File: config.mk
export PLATFORM = sky130hd
export DESIGN_NAME = keyed_watchdog
export DESIGN_NICKNAME = d
export VERILOG_FILES = /design/src/rtl/keyed_watchdog.sv
export SDC_FILE = /design/constraint.sdc
export NUM_CORES = 1
export LEC_CHECK = 0
export CAP_MARGIN = 20
export CELL_PAD_IN_SITES_DETAIL_PLACEMENT = 1
export CELL_PAD_IN_SITES_GLOBAL_PLACEMENT = 2
export CORE_MARGIN = 2
export CORE_UTILIZATION = 41
export DETAILED_ROUTE_END_ITERATION = 12
export DONT_BUFFER_PORTS = 1
export PLACE_DENSITY_LB_ADDON = 0.08
export SLEW_MARGIN = 25
export SYNTH_ARGS = -nofsm -noshare
export SYNTH_HDL_FRONTEND = slang
export SYNTH_SLANG_ARGS = --single-unit
File: constraint.sdc
create_clock -name clk -period 3.55 [get_ports clk]
set_clock_uncertainty 0.05 [all_clocks]
set_input_delay 0.71 -clock clk [delete_from_list [all_inputs] [get_ports clk]]
set_output_delay 0.71 -clock clk [all_outputs]
set_load 0.1 [all_outputs]
File: src/rtl/keyed_watchdog.sv
module keyed_watchdog #(
  parameter int ADDR_W = 10
) (
  input  logic              clk,
  input  logic              rst_n,
  input  logic              bus_we,
  input  logic [ADDR_W-1:0] bus_addr,
  input  logic [31:0]       bus_wdata,
  output logic [31:0]       bus_rdata,
  input  logic [3:0]        tick_i,
  output logic              irq_o,
  output logic              rst_req_o
);
  localparam logic [ADDR_W-1:0] OFS_CFG  = ADDR_W'('h000);
  localparam logic [ADDR_W-1:0] OFS_KICK = ADDR_W'('h004);
  localparam logic [ADDR_W-1:0] OFS_LOCK = ADDR_W'('h008);
  localparam logic [ADDR_W-1:0] OFS_CNT  = ADDR_W'('h00C);
  localparam logic [ADDR_W-1:0] OFS_IEN  = ADDR_W'('h200);
  localparam logic [ADDR_W-1:0] OFS_IST  = ADDR_W'('h204);
  localparam logic [ADDR_W-1:0] OFS_ICLR = ADDR_W'('h208);
  localparam logic [ADDR_W-1:0] OFS_ISET = ADDR_W'('h20C);
  localparam logic [7:0] KICK_KEY = 8'hB2;
  localparam logic [7:0] LOCK_KEY = 8'h3A;
  localparam logic [7:0] CNT_MAX  = 8'hFF;

  logic       cfg_en, cfg_ie, cfg_re, locked;
  logic [7:0] int_cmp, rst_cmp, count;
  logic [2:0] rate_sel;
  logic       ien, ist, rst_req;
  logic       tick_hit;

  wire cfg_wr  = bus_we && bus_addr == OFS_CFG && !locked;
  wire kick    = bus_we && bus_addr == OFS_KICK && bus_wdata[7:0] == KICK_KEY;
  wire lock_wr = bus_we && bus_addr == OFS_LOCK && bus_wdata[7:0] == LOCK_KEY;
  wire run     = cfg_en | locked;
  wire step    = run && tick_hit && count != CNT_MAX;
  wire [7:0] nxt = count + 8'd1;
  wire int_hit = step && cfg_ie && nxt == int_cmp;
  wire rst_hit = step && cfg_re && nxt == rst_cmp;

  always_comb begin
    case (rate_sel)
      3'd1:    tick_hit = tick_i[0];
      3'd2:    tick_hit = tick_i[1];
      3'd3:    tick_hit = tick_i[2];
      3'd4:    tick_hit = tick_i[3];
      default: tick_hit = 1'b0;
    endcase
  end

  always_ff @(posedge clk or negedge rst_n) begin
    if (!rst_n) begin
      cfg_en <= 1'b0; cfg_ie <= 1'b0; cfg_re <= 1'b0;
      int_cmp <= '0; rst_cmp <= '0; rate_sel <= '0;
    end else if (cfg_wr) begin
      cfg_en   <= bus_wdata[0];
      cfg_ie   <= bus_wdata[1];
      cfg_re   <= bus_wdata[2];
      int_cmp  <= bus_wdata[15:8];
      rst_cmp  <= bus_wdata[23:16];
      rate_sel <= bus_wdata[26:24];
    end
  end

  always_ff @(posedge clk or negedge rst_n) begin
    if (!rst_n) begin
      count <= '0; locked <= 1'b0; rst_req <= 1'b0; ien <= 1'b0; ist <= 1'b0;
    end else begin
      if (kick) count <= '0;
      else if (step) count <= nxt;
      if (lock_wr) locked <= 1'b1;
      if (kick) rst_req <= 1'b0;
      else if (rst_hit) rst_req <= 1'b1;
      if (bus_we && bus_addr == OFS_IEN) ien <= bus_wdata[0];
      if (int_hit || (bus_we && bus_addr == OFS_ISET && bus_wdata[0])) ist <= 1'b1;
      else if (bus_we && bus_addr == OFS_ICLR && bus_wdata[0]) ist <= 1'b0;
    end
  end

  always_comb begin
    bus_rdata = '0;
    case (bus_addr)
      OFS_CFG: bus_rdata = {5'd0, rate_sel, rst_cmp, int_cmp, 5'd0, cfg_re, cfg_ie, run};
      OFS_LOCK: bus_rdata[0] = locked;
      OFS_CNT: bus_rdata[7:0] = count;
      OFS_IEN: bus_rdata[0] = ien;
      OFS_IST: bus_rdata[0] = ist;
      default: bus_rdata = '0;
    endcase
  end

  assign irq_o     = ist & ien;
  assign rst_req_o = rst_req;

  AST_SATURATE: assert property (@(posedge clk) disable iff (!rst_n)
    (count == CNT_MAX && !kick) |=> count == CNT_MAX);
  AST_SINGLE_STEP: assert property (@(posedge clk) disable iff (!rst_n)
    !kick |=> (count == $past(count) || count == $past(count) + 8'd1));
  AST_RATE_OFF: assert property (@(posedge clk) disable iff (!rst_n)
    (rate_sel == 3'd0 && !kick) |=> $stable(count));
  AST_KICK_CLEARS: assert property (@(posedge clk) disable iff (!rst_n)
    kick |=> (count == 8'd0 && !rst_req_o));
  AST_LOCK_STICKY: assert property (@(posedge clk) disable iff (!rst_n)
    locked |=> locked);
  AST_CFG_FROZEN: assert property (@(posedge clk) disable iff (!rst_n)
    locked |=> ($stable(int_cmp) && $stable(rst_cmp) && $stable(rate_sel) && $stable(cfg_ie)));
  AST_RST_HOLD: assert property (@(posedge clk) disable iff (!rst_n)
    (rst_req_o && !kick) |=> rst_req_o);
endmodule

==> reports/metrics.csv <==
metric;value;unit
outcome;finished clean;
fin_util;0.525;
numCtsBuffers;5;
drt_iter0_drc;61;
cts_setup_buffers;0;
busiest_layer;met2;
grt_max_degree;35;
area_growth;25.3;%
dp_cells;305;
path_clk_slew;0.07;ns
grt_pass1_wl;9.66;mm
final_cell_mix;dfrtp_1 (34), and2_1 (27), buf_12 (21);
grt_util_met2;0.335;
grt_pass1_vias;1857;
cts_root_buf;clkbuf_8;
final_layout_size_suffix_gt1_frac;0.299;
grtUsageTotal;0.206;
cp-start-kind;primary input;
whs;0.0618;ns
clockBufferDepth;2;
synth-simple-area-share;0.233;
stdcell_count;313;
grt-ovfl-total;0;
cap_violations;0;
nNetsFinal;290;
setup_viol_count_final;0;
max_clock_freq;320;MHz
worstPathMaxFanout;20;
avgSynthCellArea;10.6;um^2
syn_inst;216;
num-fill-cells;589;
place.gp.congestion;0.814;
rows;27;
yosysTopAreaCellShare;0.373;
clock_latency;0.28;ns
antennaDiodeCount;0;
drc;0;
grtUsageMet3;0.0586;
yosysTopAreaCell;dfrtp_1;
synthAdderAreaFrac;0.00549;
die_area;0.00618;mm^2
p_seq_frac;0.538;
synthTopCellsByArea;dfrtp_1 (37%), mux2_4 (13%), and2_1 (7.4%), xnor2_1 (5.0%), xor2_1 (4.6%);
wl_per_cell;18.9;um
cts_resized;0;
crit_arrival;2.37;ns
synth_flop_cell;dfrtp_1;
synth_cell_types;46;
critical_path_class;in2out;
h-tree-depth;2;
clkPwrFrac;0.406;
end_kind;output pin;
synth_mux_area_frac;0.160;
maxSlewViolCount;0;
dr.pass1.iters;4;
min_period;3.13;ns
syn-cell-area;0.00228;mm^2
design_area;0.00286;mm^2
synthXorXnorAreaFrac;0.0960;
die_height;78.6;um
switching_power;0.178;mW
ir_drop;143;uV
finalCritPeriodShare;0.881;
cts_hold_buf;0;
yosys_warnings;0;
worst_ep_required_time;2.79;ns
cts_tree;done;
io_buffers;0;
synthArstFlopShare;1.00;
die_x;78.6;um
rsz0062_at_grt;false;
start_util;0.419;
dp_hpwl;4.71;mm
grtUsageMet1;0.268;
drtAntennaViolNets;0;
routed_wl;5.90;mm
worst_pin_slew;0.964;ns
p_int;0.559;mW
relSlewSlack;0.362;
cts.sink_count;34;
viasPerCell;5.47;
synth_top_family_by_area;simple AND/OR/NAND/NOR gates;
power_frac_comb;0.056;
yosys_register_bits;34;
vias;1713;
setup-tns-final;0;ns
p_per_area;258;mW/mm^2
fp.coreArea;0.00544;mm^2
hp-class;in2async;
place_area;0.00276;mm^2
ys_seq_area_frac;0.373;
grt_antenna_before_repair;0;
synth_edf_count;0;
p_sw_frac;0.242;
leakage;1.35;nW
r2r_cells;6;
hold_viol_final;0;
io_pins;83;
synth_compound_area_frac;0.0752;
mostFrequentLayoutCell;dfrtp_1;
[critical path, cell delays in order]
cell,delay (ns)
or4_4,0.55
nor3_4,0.22
nand2b_2,0.12
nor2_1,0.12
buf_4,0.23
a22o_1,0.22
buf_12,0.19
[path summary, 6_finish.rpt]
check | start | end | slack, ns
worst max-delay path | bus_addr[4] | bus_rdata[2] | 0.42
worst min-delay path | rst_n | locked | 0.06
worst max register to register | count[0] | rst_req_o | 1.11
worst min register to register | ien | ien | 0.49
max in group asynchronous | rst_n | rate_sel[0] | 3.30
min in group clk | ien | ien | 0.49
[cell usage after synthesis (all sizes together), types with 5 or more instances]
master	number
dfrtp	34
and2	27
mux2	24
nor2	14
xnor2	13
xor2	12
buf	8
clkbuf	8
nand4	8
and3	7
o21ai	7
a21oi	5
or3	5
[routing by layer]
metal	routed length, um	part of all wire	vias to the layer above
li1	-	-	807
met1	2590	0.44	859
met2	2970	0.50	45
met3	301	0.051	2
met4	42	0.0071	0
met5	0	0	-
[cell type report]
type / count / area [um^2] / area share
clock buffer: 6 / 82.6 / 0.0289
sequential: 34 / 851 / 0.298
tap: 72 / 90.1 / 0.0315
clock inverter: 2 / 12.5 / 0.00438
timing repair buffer: 29 / 480 / 0.168
multi-input combinational: 168 / 1330 / 0.467
inverter: 2 / 7.51 / 0.00263
[flip-flops by register name, summed over array words and instances (netlist names), 3 cells and up]
register	count
count	8
rst_cmp	8
int_cmp	8
rate_sel	3
[power groups by stage]
stage | combinational (mW) | sequential [mW] | clock [mW]
2_1_floorplan | 0.0431 | 0.402 | 0
3_3_place_gp | 0.0403 | 0.404 | 0
3_5_place_dp | 0.0411 | 0.404 | 0
4_1_cts | 0.0411 | 0.397 | 0.309
5_1_grt | 0.0431 | 0.397 | 0.333
6_report | 0.0411 | 0.397 | 0.299
[cell families (layout without fill, tap and decap cells)]
family	count (synthesis)	after routing
buffers and inverters	18	39
xor gates and xnor gates	25	25
muxes	26	26
adders and majority gates	1	1
AOI/OAI and AO/OA	25	25
and+or+nand+nor	86	86
other	1	5
DFF	34	34
[per-stage QoR]
step / setup WS [ns] / power [mW]
finish: 0.422 / 0.737
global route: 0.312 / 0.773
CTS: 0.430 / 0.747
detailed placement: 0.436 / 0.445
global placement: 0.483 / 0.444
floorplan: -0.465 / 0.445
Power figures use the tool's default switching activity.
